===== src/rtl/txbuf_pkg.sv =====
package txbuf_pkg;

    localparam int CHAR_W   = 8;
    localparam int NREG     = 8;
    localparam int SEL_W    = $clog2(NREG);

    localparam logic [SEL_W-1:0] SEL_CMD  = SEL_W'(0);
    localparam logic [SEL_W-1:0] SEL_IEN  = SEL_W'(1);
    localparam logic [SEL_W-1:0] SEL_AUTO = SEL_W'(3);
    localparam logic [SEL_W-1:0] SEL_MODE = SEL_W'(4);
    localparam logic [SEL_W-1:0] SEL_TXC  = SEL_W'(5);

    localparam int BIT_IEN_URUN = 0;
    localparam int BIT_IEN_TXE  = 1;
    localparam int BIT_AUTO     = 5;
    localparam int BIT_MODE_LO  = 2;
    localparam int BIT_TXEN     = 3;

    localparam logic [CHAR_W-1:0] CMD_CHAN_RESET = CHAR_W'(8'h18);

    typedef struct packed {
        logic       ien_urun;
        logic       ien_txe;
        logic       auto_en;
        logic [1:0] mode;
        logic       txen;
    } ctrl_t;

    typedef struct packed {
        logic              full;
        logic [CHAR_W-1:0] ch;
    } slot_t;

    localparam ctrl_t CTRL_ZERO = '0;
    localparam slot_t SLOT_EMPTY = '0;

    function automatic logic is_sync(input logic [1:0] mode);
        return |mode;
    endfunction

    function automatic logic is_urun_clear(input logic [CHAR_W-1:0] d);
        return d[CHAR_W-1 -: 2] == 2'b11;
    endfunction

endpackage


===== src/rtl/txbuf_ctrl.sv =====
module txbuf_ctrl
    import txbuf_pkg::*;
(
    input  logic              clk,
    input  logic              rst,
    input  logic              ctrl_we,
    input  logic [SEL_W-1:0]  ctrl_sel,
    input  logic [CHAR_W-1:0] ctrl_data,
    input  logic              cts_n,
    output ctrl_t             cfg,
    output logic              chan_reset,
    output logic              urun_clr,
    output logic              cts_force,
    output logic              en_req
);

    ctrl_t cfg_q, cfg_d;
    logic  cts_prev;

    assign chan_reset = ctrl_we && (ctrl_sel == SEL_CMD) && (ctrl_data == CMD_CHAN_RESET);
    assign urun_clr   = ctrl_we && (ctrl_sel == SEL_CMD) && is_urun_clear(ctrl_data);
    assign cts_force  = cts_prev && !cts_n && cfg_q.auto_en;
    assign en_req     = (ctrl_we && (ctrl_sel == SEL_TXC) && ctrl_data[BIT_TXEN]) || cts_force;
    assign cfg        = cfg_q;

    always_comb begin
        cfg_d = cfg_q;
        if (ctrl_we) begin
            case (ctrl_sel)
                SEL_IEN: begin
                    cfg_d.ien_urun = ctrl_data[BIT_IEN_URUN];
                    cfg_d.ien_txe  = ctrl_data[BIT_IEN_TXE];
                end
                SEL_AUTO: cfg_d.auto_en = ctrl_data[BIT_AUTO];
                SEL_MODE: cfg_d.mode    = ctrl_data[BIT_MODE_LO +: 2];
                SEL_TXC:  cfg_d.txen    = ctrl_data[BIT_TXEN];
                default:  ;
            endcase
        end
        if (cts_force) begin
            cfg_d.txen = 1'b1;
        end
        if (chan_reset) begin
            cfg_d = CTRL_ZERO;
        end
    end

    always_ff @(posedge clk) begin
        if (rst) begin
            cfg_q    <= CTRL_ZERO;
            cts_prev <= 1'b1;
        end else begin
            cfg_q    <= cfg_d;
            cts_prev <= cts_n;
        end
    end

endmodule


===== src/rtl/txbuf_sched.sv =====
module txbuf_sched
    import txbuf_pkg::*;
(
    input  logic clk,
    input  logic rst,
    input  logic txen,
    input  logic sync_mode,
    input  logic char_tick,
    input  logic half_tick,
    input  logic data_we,
    input  logic en_req,
    input  logic chan_reset,
    input  logic shift_full,
    input  logic hold_full,
    output logic evt,
    output logic armed
);

    logic arm_on_write, arm_on_enable, arm_set;

    assign evt           = txen && (char_tick || (armed && half_tick));
    assign arm_on_write  = data_we && txen && !shift_full && !hold_full;
    assign arm_on_enable = en_req && !shift_full && hold_full;
    assign arm_set       = sync_mode && (arm_on_write || arm_on_enable);

    always_ff @(posedge clk) begin
        if (rst || chan_reset) begin
            armed <= 1'b0;
        end else if (arm_set) begin
            armed <= 1'b1;
        end else if (evt || !txen) begin
            armed <= 1'b0;
        end
    end

endmodule


===== src/rtl/txbuf_path.sv =====
module txbuf_path
    import txbuf_pkg::*;
(
    input  logic              clk,
    input  logic              rst,
    input  logic              evt,
    input  logic              data_we,
    input  logic [CHAR_W-1:0] data_in,
    input  logic              chan_reset,
    input  logic              urun_clr,
    input  logic              ien_txe,
    output slot_t             hold,
    output slot_t             shift,
    output logic [CHAR_W-1:0] tx_data,
    output logic              tx_done,
    output logic              underrun,
    output logic              txe_pend
);

    logic moves, starved;

    assign moves   = evt && hold.full;
    assign starved = evt && !hold.full && !shift.full;

    always_ff @(posedge clk) begin
        if (rst || chan_reset) begin
            hold  <= SLOT_EMPTY;
            shift <= SLOT_EMPTY;
        end else begin
            if (evt) begin
                shift <= hold;
            end
            if (data_we) begin
                hold <= '{full: 1'b1, ch: data_in};
            end else if (moves) begin
                hold.full <= 1'b0;
            end
        end
    end

    always_ff @(posedge clk) begin
        if (rst) begin
            tx_data <= '0;
            tx_done <= 1'b0;
        end else begin
            tx_done <= evt && shift.full && !chan_reset;
            if (evt && shift.full) begin
                tx_data <= shift.ch;
            end
        end
    end

    always_ff @(posedge clk) begin
        if (rst || chan_reset) begin
            underrun <= 1'b0;
            txe_pend <= 1'b0;
        end else begin
            if (urun_clr) begin
                underrun <= 1'b0;
            end else if (starved) begin
                underrun <= 1'b1;
            end
            if (data_we) begin
                txe_pend <= 1'b0;
            end else if (moves && ien_txe) begin
                txe_pend <= 1'b1;
            end
        end
    end

endmodule


===== src/rtl/txbuf_top.sv =====
module txbuf_top
    import txbuf_pkg::*;
(
    input  logic              clk,
    input  logic              rst,
    input  logic              data_we,
    input  logic [CHAR_W-1:0] data_in,
    input  logic              ctrl_we,
    input  logic [SEL_W-1:0]  ctrl_sel,
    input  logic [CHAR_W-1:0] ctrl_data,
    input  logic              cts_n,
    input  logic              char_tick,
    input  logic              half_tick,
    output logic [CHAR_W-1:0] tx_data,
    output logic              tx_done,
    output logic              tx_en,
    output logic              underrun,
    output logic              irq
);

    ctrl_t cfg;
    slot_t hold, shift;
    logic  chan_reset, urun_clr, cts_force, en_req;
    logic  evt, armed, txe_pend;

    txbuf_ctrl u_ctrl (
        .clk        (clk),
        .rst        (rst),
        .ctrl_we    (ctrl_we),
        .ctrl_sel   (ctrl_sel),
        .ctrl_data  (ctrl_data),
        .cts_n      (cts_n),
        .cfg        (cfg),
        .chan_reset (chan_reset),
        .urun_clr   (urun_clr),
        .cts_force  (cts_force),
        .en_req     (en_req)
    );

    txbuf_sched u_sched (
        .clk        (clk),
        .rst        (rst),
        .txen       (cfg.txen),
        .sync_mode  (is_sync(cfg.mode)),
        .char_tick  (char_tick),
        .half_tick  (half_tick),
        .data_we    (data_we),
        .en_req     (en_req),
        .chan_reset (chan_reset),
        .shift_full (shift.full),
        .hold_full  (hold.full),
        .evt        (evt),
        .armed      (armed)
    );

    txbuf_path u_path (
        .clk        (clk),
        .rst        (rst),
        .evt        (evt),
        .data_we    (data_we),
        .data_in    (data_in),
        .chan_reset (chan_reset),
        .urun_clr   (urun_clr),
        .ien_txe    (cfg.ien_txe),
        .hold       (hold),
        .shift      (shift),
        .tx_data    (tx_data),
        .tx_done    (tx_done),
        .underrun   (underrun),
        .txe_pend   (txe_pend)
    );

    assign tx_en = cfg.txen;
    assign irq   = txe_pend || (underrun && cfg.ien_urun);

endmodule


===== config.mk =====
export PLATFORM = sky130hd
export DESIGN_NAME = txbuf_top
export DESIGN_NICKNAME = d
export VERILOG_FILES = /design/src/rtl/txbuf_pkg.sv /design/src/rtl/txbuf_ctrl.sv /design/src/rtl/txbuf_sched.sv /design/src/rtl/txbuf_path.sv /design/src/rtl/txbuf_top.sv
export SDC_FILE = /design/constraint.sdc
export NUM_CORES = 1
export LEC_CHECK = 0
export BUFFER_PORTS_ARGS = -buffer_cell sky130_fd_sc_hd__buf_2
export CAP_MARGIN = 5
export CORE_MARGIN = 2
export CORE_UTILIZATION = 35
export CTS_BUF_LIST = sky130_fd_sc_hd__clkbuf_4 sky130_fd_sc_hd__clkbuf_8
export CTS_CLUSTER_SIZE = 16
export DETAILED_ROUTE_END_ITERATION = 8
export GPL_TIMING_DRIVEN = 0
export PLACE_DENSITY = 0.65
export SYNTH_ARGS = -nofsm -noshare
export SYNTH_HDL_FRONTEND = slang
export SYNTH_SLANG_ARGS = --single-unit

===== constraint.sdc =====
create_clock -name clk -period 1.35 [get_ports clk]
set_clock_uncertainty 0.05 [all_clocks]
set_input_delay 0.135 -clock clk [delete_from_list [all_inputs] [get_ports clk]]
set_output_delay 0.135 -clock clk [all_outputs]
set_load 0.05 [all_outputs]

After elaboration in Yosys (flattened, before gate mapping) --
Cells that the tools add are included.
Operators by class: equal/unequal tests 6, multiplexer cells 7, reductions and logical operators 46
Operators with widths (count):
- $logic_and A1 B1 Y1 | 22
- $eq A8 B5 Y1 const B | 1
- $reduce_and A2 Y1 | 4
- $reduce_bool A2 Y1 | 4
- $reduce_or A2 Y1 | 4
- $mux W1 | 7
- $eq A3 B3 Y1 const B | 2
- $logic_or A1 B1 Y1 | 6
- $logic_not A1 Y1 | 5
- $eq A3 B1 Y1 const B | 1
- $eq A3 B2 Y1 const B | 1
- $logic_not A3 Y1 | 1
- $eq A2 B2 Y1 const B | 1
Storage, ports and cells: flip-flop bits (word level) 37, bits of input ports 26, output and inout bits 12, word-level logic and storage cells 74

Depth between registers and ports, before layout --
Gate-level depths: netlist (run 1).
word-level depth 9, mapped depth 5, mapped depth without buffers 3

Cells and area by module --
A second synthesis (run 1) with hierarchy kept.
Second synthesis, totals: cell total of the unflattened synthesis 151, area, all modules 1539.0 um^2
By module, submodules not included:
- txbuf_path | instances 1, cells an instance 107, area each 1102.3 um^2, sequential area each 580.6 um^2
- txbuf_ctrl | instances 1, cells an instance 33, area each 354.1 um^2, sequential area each 140.1 um^2
- txbuf_sched | instances 1, cells an instance 9, area each 68.8 um^2, sequential area each 20.0 um^2
- txbuf_top | instances 1, cells an instance 2, area each 13.8 um^2, sequential area each 0.0 um^2

Worst setup path before layout (run 1) --
OpenSTA, ideal clock, no wires.
path kind register -> register, from register u_ctrl.cfg_q (netlist bit u_ctrl.cfg[0]), to register u_path.underrun, library setup time 0.091 ns, arrival 1.409 ns, data required time 1.209 ns, path slack -0.200 ns, cell stages (with the launch flop) 5, clock period less this slack 1.550 ns, cells stage by stage dfxtp_1 > buf_2 > clkbuf_1 > a31oi_1 > a311oi_1
Between the ends: word-level cells in the longest chain between the ends 3
Ends and longest elaborated chain:
- start: declaration | RTL line txbuf_ctrl.sv:17 | ctrl_t cfg_q, cfg_d;
- start signal: assignment | RTL line txbuf_ctrl.sv:53 | cfg_q <= cfg_d;
- $logic_and A1 B1 Y1 | RTL line txbuf_sched.sv:21 | assign evt = txen && (char_tick || (armed && half_tick));
- $logic_and A1 B1 Y1 (2 in a row) | RTL line txbuf_path.sv:23 | assign starved = evt && !hold.full && !shift.full;
- end signal: assignment | RTL line txbuf_path.sv:55 | underrun <= 1'b0;
- end signal: assignment | RTL line txbuf_path.sv:59 | underrun <= 1'b0;
- end signal: assignment | RTL line txbuf_path.sv:61 | underrun <= 1'b1;
- end: declaration | RTL line txbuf_path.sv:16 | output logic underrun,
Every way passes these cells. A chain may end at the register's enable or synchronous reset.

Final worst setup path (run 1) --
from register u_sched.armed, to register u_path.tx_data[2]
Between the ends: word-level cells in the longest chain between the ends 4
Ends and longest elaborated chain:
- start: declaration | RTL line txbuf_sched.sv:16 | output logic armed
- start signal: assignment | RTL line txbuf_sched.sv:28 | armed <= 1'b0;
- start signal: assignment | RTL line txbuf_sched.sv:30 | armed <= 1'b1;
- start signal: assignment | RTL line txbuf_sched.sv:32 | armed <= 1'b0;
- $logic_and A1 B1 Y1 | RTL line txbuf_sched.sv:21
- $logic_or A1 B1 Y1 | RTL line txbuf_sched.sv:21
- $logic_and A1 B1 Y1 | RTL line txbuf_sched.sv:21
- $logic_and A1 B1 Y1 | RTL line txbuf_path.sv:47 | if (evt && shift.full) begin
- end signal: assignment | RTL line txbuf_path.sv:48 | tx_data <= shift.ch;
- end: declaration | RTL line txbuf_path.sv:14 | output logic [CHAR_W-1:0] tx_data,
Every way passes these cells.

==> flow_metrics.py, run 1 <==
metrics = {
    "status": {
        "status": "complete, no violations",
    },
    "layout": {
        "layout.nets": 235,
        "fin_util_pct": 44.9,
        "fillerInstances": 459,
        "antenna_cells": 0,
        "drive_gt1_share_pct": 31.4,
        "finalInstanceArea_mm2": 0.00195,
        "fin_cells": 262,
        "syn_to_final_growth_pct": 23.8,
    },
    "sta": {
        "finalHoldViolations": 0,
        "max_freq_mhz": 809,
        "finalSetupTns_ns": 0,
        "fin_crit_sh_pct": 91.5,
        "hold_slack_ns": 0.00259,
        "worst_slack_ns": 0.115,
        "period_minus_slack_ns": 1.24,
        "max_slew_margin_pct": 69.6,
        "worst_slew_pin_slew_ns": 0.457,
        "rsz0062_at_grt": "no",
        "finalSetupViolations": 0,
        "finalMaxSlewViolations": 0,
    },
    "synth": {
        "synthArstFlopShare_pct": 0,
        "yosysUniqueCellTypes": 36,
        "synth_edf_count": 0,
        "syn_area_mm2": 0.00158,
        "synth_seq_cells": 37,
        "ys_seq_area_share_pct": 46.9,
        "yosys_warnings": 0,
        "ys_dominant_reg_cell": "dfxtp_1",
        "synthCells": 162,
        "synth_area_per_cell_um2": 9.75,
        "synth.net_count": 188,
    },
    "critical_path": {
        "critPathTopFamily": "flip-flops",
        "reg2reg_from": "u_sched.armed",
        "cp_slowest_cell": "dfxtp_2",
        "cp.required_ns": 1.52,
        "endpoint": "u_path.tx_data[2]",
        "startpoint_type": "flip-flop",
        "critical_path.max_fanout": 10,
        "cp_cell_sequence": "a21o_1 -> buf_4 -> buf_4 -> nand4_1 -> a21oi_1",
        "crit_top_cell": "buf_4",
        "end_kind": "flip-flop",
        "setup.worst_path.class": "flip-flop to flip-flop",
        "crit_cells": 5,
        "crit_path_max_incr_delay_ns": 0.38,
        "arrival_ns": 1.41,
        "path_buf_inv": 2,
        "crit_start": "u_sched.armed",
        "r2r_setup_slack_ns": 0.11,
        "r2r_cells": 5,
        "timing.rr.end": "u_path.tx_data[2]",
    },
    "global_route": {
        "grt_pass1_wl_um": 5760,
        "overflow": 0,
        "antenna_found_initial": 0,
        "grt_max_degree": 20,
        "grt_util_all_layers_pct": 14.6,
        "grt_pass1_vias": 1201,
    },
    "placement": {
        "placed_cell_area_mm2": 0.00183,
        "pre_cts_ws_ns": -0.0110,
        "port_buffers": 36,
        "dp.cells": 250,
        "place.gp.congestion": 0.807,
        "dp_hpwl_um": 2520,
    },
    "run": {
        "cap_violations": 0,
    },
    "floorplanning": {
        "core_mm2": 0.00435,
        "die_y_um": 71.2,
        "die_x_um": 71.2,
        "io_pins": 38,
        "start_util_pct": 36.3,
        "die_area_mm2": 0.00506,
        "num_rows": 24,
    },
    "power_and_ir_drop": {
        "p_leak_nw": 0.799,
        "cellPowerDensity_mw_per_mm2": 1070,
        "vdd_drop_max_uv": 396,
        "total_power_mw": 2.09,
    },
    "route": {
        "antenna_left": 0,
        "drcViolationCount": 0,
        "vias": 1357,
        "first_pass_iters": 4,
        "vias_per_cell": 5.18,
        "drt_iter0_markers": 88,
        "routed_wl_um": 3510,
        "wl_per_cell_um": 13.4,
    },
    "clocking": {
        "clkLatencyLatePin_ns": 0.29,
        "htree_levels": 2,
        "cts_buffers": 5,
        "cts.sinks": 37,
        "path_clk_slew_ns": 0.07,
        "cts_tree": "built",
        "root_buffer": "clkbuf_8",
        "cts.path.max_buffers": 2,
    },
    "worst_hold_path": {
        "hold_class": "input pin to flip-flop",
    },
}
-- worst min path at each step --
stage	startpoint	slack (ns)	to	cells after the start
after floorplan	cts_n	0.19	u_ctrl.cts_prev	1
final	ctrl_data[6]	0.003	u_path.underrun	2
after CTS	ctrl_data[6]	0.003	u_path.underrun	2
after detailed placement	cts_n	0.30	u_ctrl.cts_prev	2
after global placement	cts_n	0.29	u_ctrl.cts_prev	2
after global routing	ctrl_data[6]	0.02	u_path.underrun	2
-- cell families after synthesis --
family,share of synthesized area [%]
muxes,8.87
and+or+nand+nor,18.5
AOI/OAI and AO/OA,18.7
DFF,46.9
buffers and inverters,7.05
-- routing by layer --
| metal | GRT usage [%] | wire, um |
|---|---|---|
| met1 | 20.8 | 1760 |
| met2 | 20.1 | 1530 |
| met3 | 3.42 | 133 |
| met4 | 8.18 | 95 |
| met5 | 0 | 0 |
-- cell usage in the layout (no fill, tap or decap), types with 2 or more instances in the layout --
cell type      Yosys  final
buf_2              2     38
clkbuf_2           1      3
dfxtp_1           37     35
dlygate4sd3_1      0      2
nor4b_1            2      2
nor2_1            15     15
or2_2              2      2
clkinv_2           0      2
clkbuf_1           5      2
nand4b_1           3      3
and4bb_2           2      2
nand4_1            8      8
buf_4              2      5
dfxtp_2            0      2
mux2i_1           14     14
a21o_1             2      2
o31ai_1            8      8
nand3_1           10     10
nand3b_1           2      2
buf_12             2      2
clkbuf_8           0      5
a21oi_1           19     19
o21ai_0            9      9
-- area by class of cell --
type | count | area, um2 | share of cell area, %
Buffer | 12 | 98.8 | 5.06
Multi-Input combinational cell | 109 | 727 | 37.2
Timing Repair Buffer | 41 | 223 | 11.4
Tap cell | 52 | 65.1 | 3.33
Clock inverter | 2 | 10.0 | 0.512
Inverter | 3 | 11.3 | 0.576
Clock buffer | 6 | 76.3 | 3.91
Sequential cell | 37 | 743 | 38.0
-- cell usage after synthesis, types with 2 or more instances --
| master | n | area (um2) |
|---|---|---|
| a21oi_1 | 19 | 95.1 |
| nand4b_1 | 3 | 26.3 |
| o31ai_1 | 8 | 60.1 |
| buf_12 | 2 | 40.0 |
| nand3_1 | 10 | 50.1 |
| o21ai_0 | 9 | 45.0 |
| nand3b_1 | 2 | 15.0 |
| nor4b_1 | 2 | 17.5 |
| nand4_1 | 8 | 50.1 |
| or2_2 | 2 | 12.5 |
| buf_4 | 2 | 15.0 |
| a21o_1 | 2 | 15.0 |
| nor2_1 | 15 | 56.3 |
| and4bb_2 | 2 | 25.0 |
| buf_2 | 2 | 10.0 |
| clkbuf_1 | 5 | 18.8 |
| mux2i_1 | 14 | 140 |
| dfxtp_1 | 37 | 741 |
-- worst reg2reg max path, cell delays in order, from the launching register on --
cell and delay, ns:
dfxtp_2 0.38, a21o_1 0.12, buf_4 0.16, buf_4 0.19
nand4_1 0.13, a21oi_1 0.14
-- flip-flops by register name, summed over array words and instances, names as in the netlist --
register         count
u_ctrl.cfg           6
u_path.hold          9
u_path.tx_done       1
u_path.underrun      1
u_sched.armed        1
u_path.shift         9
u_path.tx_data       8
u_path.txe_pend      1
u_ctrl.cts_prev      1
-- what timing repair did --
action,CTS,global route
hold buffers,2,0
setup buffers,0,3
resized for setup,0,3
endpoints found under the hold margin,2,0
setup endpoints to repair,9,10
pin swaps,0,1
-- power breakdown --
group	internal, mW	leakage [nW]	switching (mW)
combinational	0.0967	0.449	0.110
sequential	1.12	0.301	0.0156
clock	0.377	0.0484	0.379
total	1.59	0.799	0.504
Note: power is estimated with default switching activity, not from simulation.
==> run 2: changes to the inputs <==
MAX_ROUTING_LAYER = met4   (was unset)
==> run 2 against run 1 <==
  * Largest cell class unchanged
  * Worst hold slack barely moved
  * Sequential share of layout area unchanged
  * Global-route usage increased by 0.44 points
  * Flip-flop and latch count stayed put
==> flow_metrics.py, run 2 (same netlist as run 1, synthesis figures left out) <==
metrics = {
    "global_route": {
        "overflow": 0,
        "grt_max_degree": 20,
        "met1_usage_pct": 20.8,
        "grt_pass1_vias": 1200,
        "antenna_found_initial": 0,
        "grt.met2_usage_pct": 20.1,
        "grtUsageMet3_pct": 4.27,
        "grt_most_used_layer": "met1",
        "grt_pass1_wl_um": 5760,
        "grt_util_all_layers_pct": 15.0,
    },
    "power_and_ir_drop": {
        "vdd_drop_max_uv": 395,
        "p_leak_nw": 0.799,
        "cellPowerDensity_mw_per_mm2": 1070,
        "total_power_mw": 2.09,
    },
    "clocking": {
        "clkLatencyLatePin_ns": 0.29,
        "path_clk_slew_ns": 0.07,
        "cts_tree": "built",
        "cts.path.max_buffers": 2,
        "cts.sinks": 37,
        "root_buffer": "clkbuf_8",
        "htree_levels": 2,
        "cts_buffers": 5,
    },
    "route": {
        "vias": 1344,
        "vias_per_cell": 5.13,
        "first_pass_iters": 4,
        "drcViolationCount": 0,
        "routed_wl_um": 3530,
        "antenna_left": 0,
        "wl_per_cell_um": 13.5,
        "drt_iter0_markers": 84,
    },
    "floorplanning": {
        "io_pins": 38,
        "core_mm2": 0.00435,
        "die_x_um": 71.2,
        "start_util_pct": 36.3,
        "die_area_mm2": 0.00506,
        "die_y_um": 71.2,
        "num_rows": 24,
    },
    "worst_hold_path": {
        "hold_class": "input pin to flip-flop",
    },
    "critical_path": {
        "endpoint": "u_path.tx_data[2]",
        "r2r_cells": 5,
        "startpoint_type": "flip-flop",
        "crit_top_cell": "buf_4",
        "cp.required_ns": 1.52,
        "timing.rr.end": "u_path.tx_data[2]",
        "setup.worst_path.class": "flip-flop to flip-flop",
        "critical_path.max_fanout": 10,
        "end_kind": "flip-flop",
        "cp_cell_sequence": "a21o_1 -> buf_4 -> buf_4 -> nand4_1 -> a21oi_1",
        "reg2reg_from": "u_sched.armed",
        "crit_start": "u_sched.armed",
        "arrival_ns": 1.41,
        "crit_path_max_incr_delay_ns": 0.38,
        "cp_slowest_cell": "dfxtp_2",
        "r2r_setup_slack_ns": 0.12,
    },
    "sta": {
        "finalSetupViolations": 0,
        "fin_crit_sh_pct": 91.4,
        "max_slew_margin_pct": 69.5,
        "rsz0062_at_grt": "no",
        "worst_slew_pin_slew_ns": 0.457,
        "period_minus_slack_ns": 1.23,
        "finalMaxSlewViolations": 0,
        "max_freq_mhz": 811,
        "finalHoldViolations": 0,
    },
    "placement": {
        "dp_hpwl_um": 2520,
        "place.gp.congestion": 0.819,
        "dp.cells": 250,
        "port_buffers": 36,
    },
    "layout": {
        "syn_to_final_growth_pct": 23.8,
        "fin_cells": 262,
        "drive_gt1_share_pct": 31.4,
        "layout.nets": 235,
        "final_cell_mix": "38 x buf_2, 35 x dfxtp_1, 19 x a21oi_1, 15 x nor2_1, 14 x mux2i_1",
        "antenna_cells": 0,
        "layout_commonest_cell": "buf_2",
        "fillerInstances": 459,
        "largestRegisters": "u_path.hold x9, u_path.shift x9, u_path.tx_data x8",
    },
    "status": {
        "status": "complete, no violations",
    },
    "run": {
        "cap_violations": 0,
    },
}
[run 2: cell counts in the layout (fill, tap and decap cells not counted)]
Identical to the previous run, type by type.
[run 2: worst max-delay path, delay by kind of cell, from the launching register on]
family	cells	cell delay (ns)
and+or+nand+nor	1	0.13
DFF	1	0.38
buffers and inverters	2	0.35
AOI/OAI and AO/OA	2	0.26
[run 2: how the worst min path moves through the flow]
stage / from / endpoint / slack, ns / cells after the start
after floorplan: cts_n / u_ctrl.cts_prev / 0.19 / 1
after detailed placement: cts_n / u_ctrl.cts_prev / 0.30 / 2
final: ctrl_data[6] / u_path.underrun / 0.002 / 2
after global routing: ctrl_data[6] / u_path.underrun / 0.02 / 2
after CTS: ctrl_data[6] / u_path.underrun / 0.003 / 2
after global placement: cts_n / u_ctrl.cts_prev / 0.29 / 2
[run 2: metal layers]
layer	up-vias	share of wire (%)
li1	696	-
met5	-	0
met4	0	2.0
met1	617	50
met2	25	44
met3	6	3.5
[run 2: per-stage QoR]
step                area, um2  setup WS, ns  TNS [ns]  hold slack, ns  utilization, %
floorplan                1580        0.0340         0           0.192               -
global placement         1830      -0.00543   -0.0154           0.293            42.0
detailed placement       1830       -0.0110   -0.0208           0.299            42.0
CTS                      1930        0.0483         0         0.00321            44.3
global route             1950        0.0130         0          0.0150            44.9
finish                   1950         0.116         0         0.00247            44.9
[run 2: layout make-up]
type | count | area [um2] | area share [%]
plain buffers | 12 | 98.8 | 5.06
clock buffers | 6 | 76.3 | 3.91
clock inverters | 2 | 10.0 | 0.512
inverters | 3 | 11.3 | 0.576
multi-input cells | 109 | 727 | 37.2
flip-flops and latches | 37 | 743 | 38.0
well taps | 52 | 65.1 | 3.33
repair buffers | 41 | 223 | 11.4
[run 2: report_power, final]
part | internal (mW) | total (mW) | leakage [nW] | switching, mW
logic | 0.0967 | 0.206 | 0.449 | 0.110
registers | 1.12 | 1.13 | 0.301 | 0.0158
clock network | 0.377 | 0.757 | 0.0484 | 0.379
total | 1.59 | 2.09 | 0.799 | 0.505
[run 2: repair_timing]
item	CTS	global route
gates resized for setup	0	3
buffers inserted	0	3
endpoints found under the hold margin	2	0
pin swaps	0	1
setup endpoints to repair	9	10
hold buffers	2	0
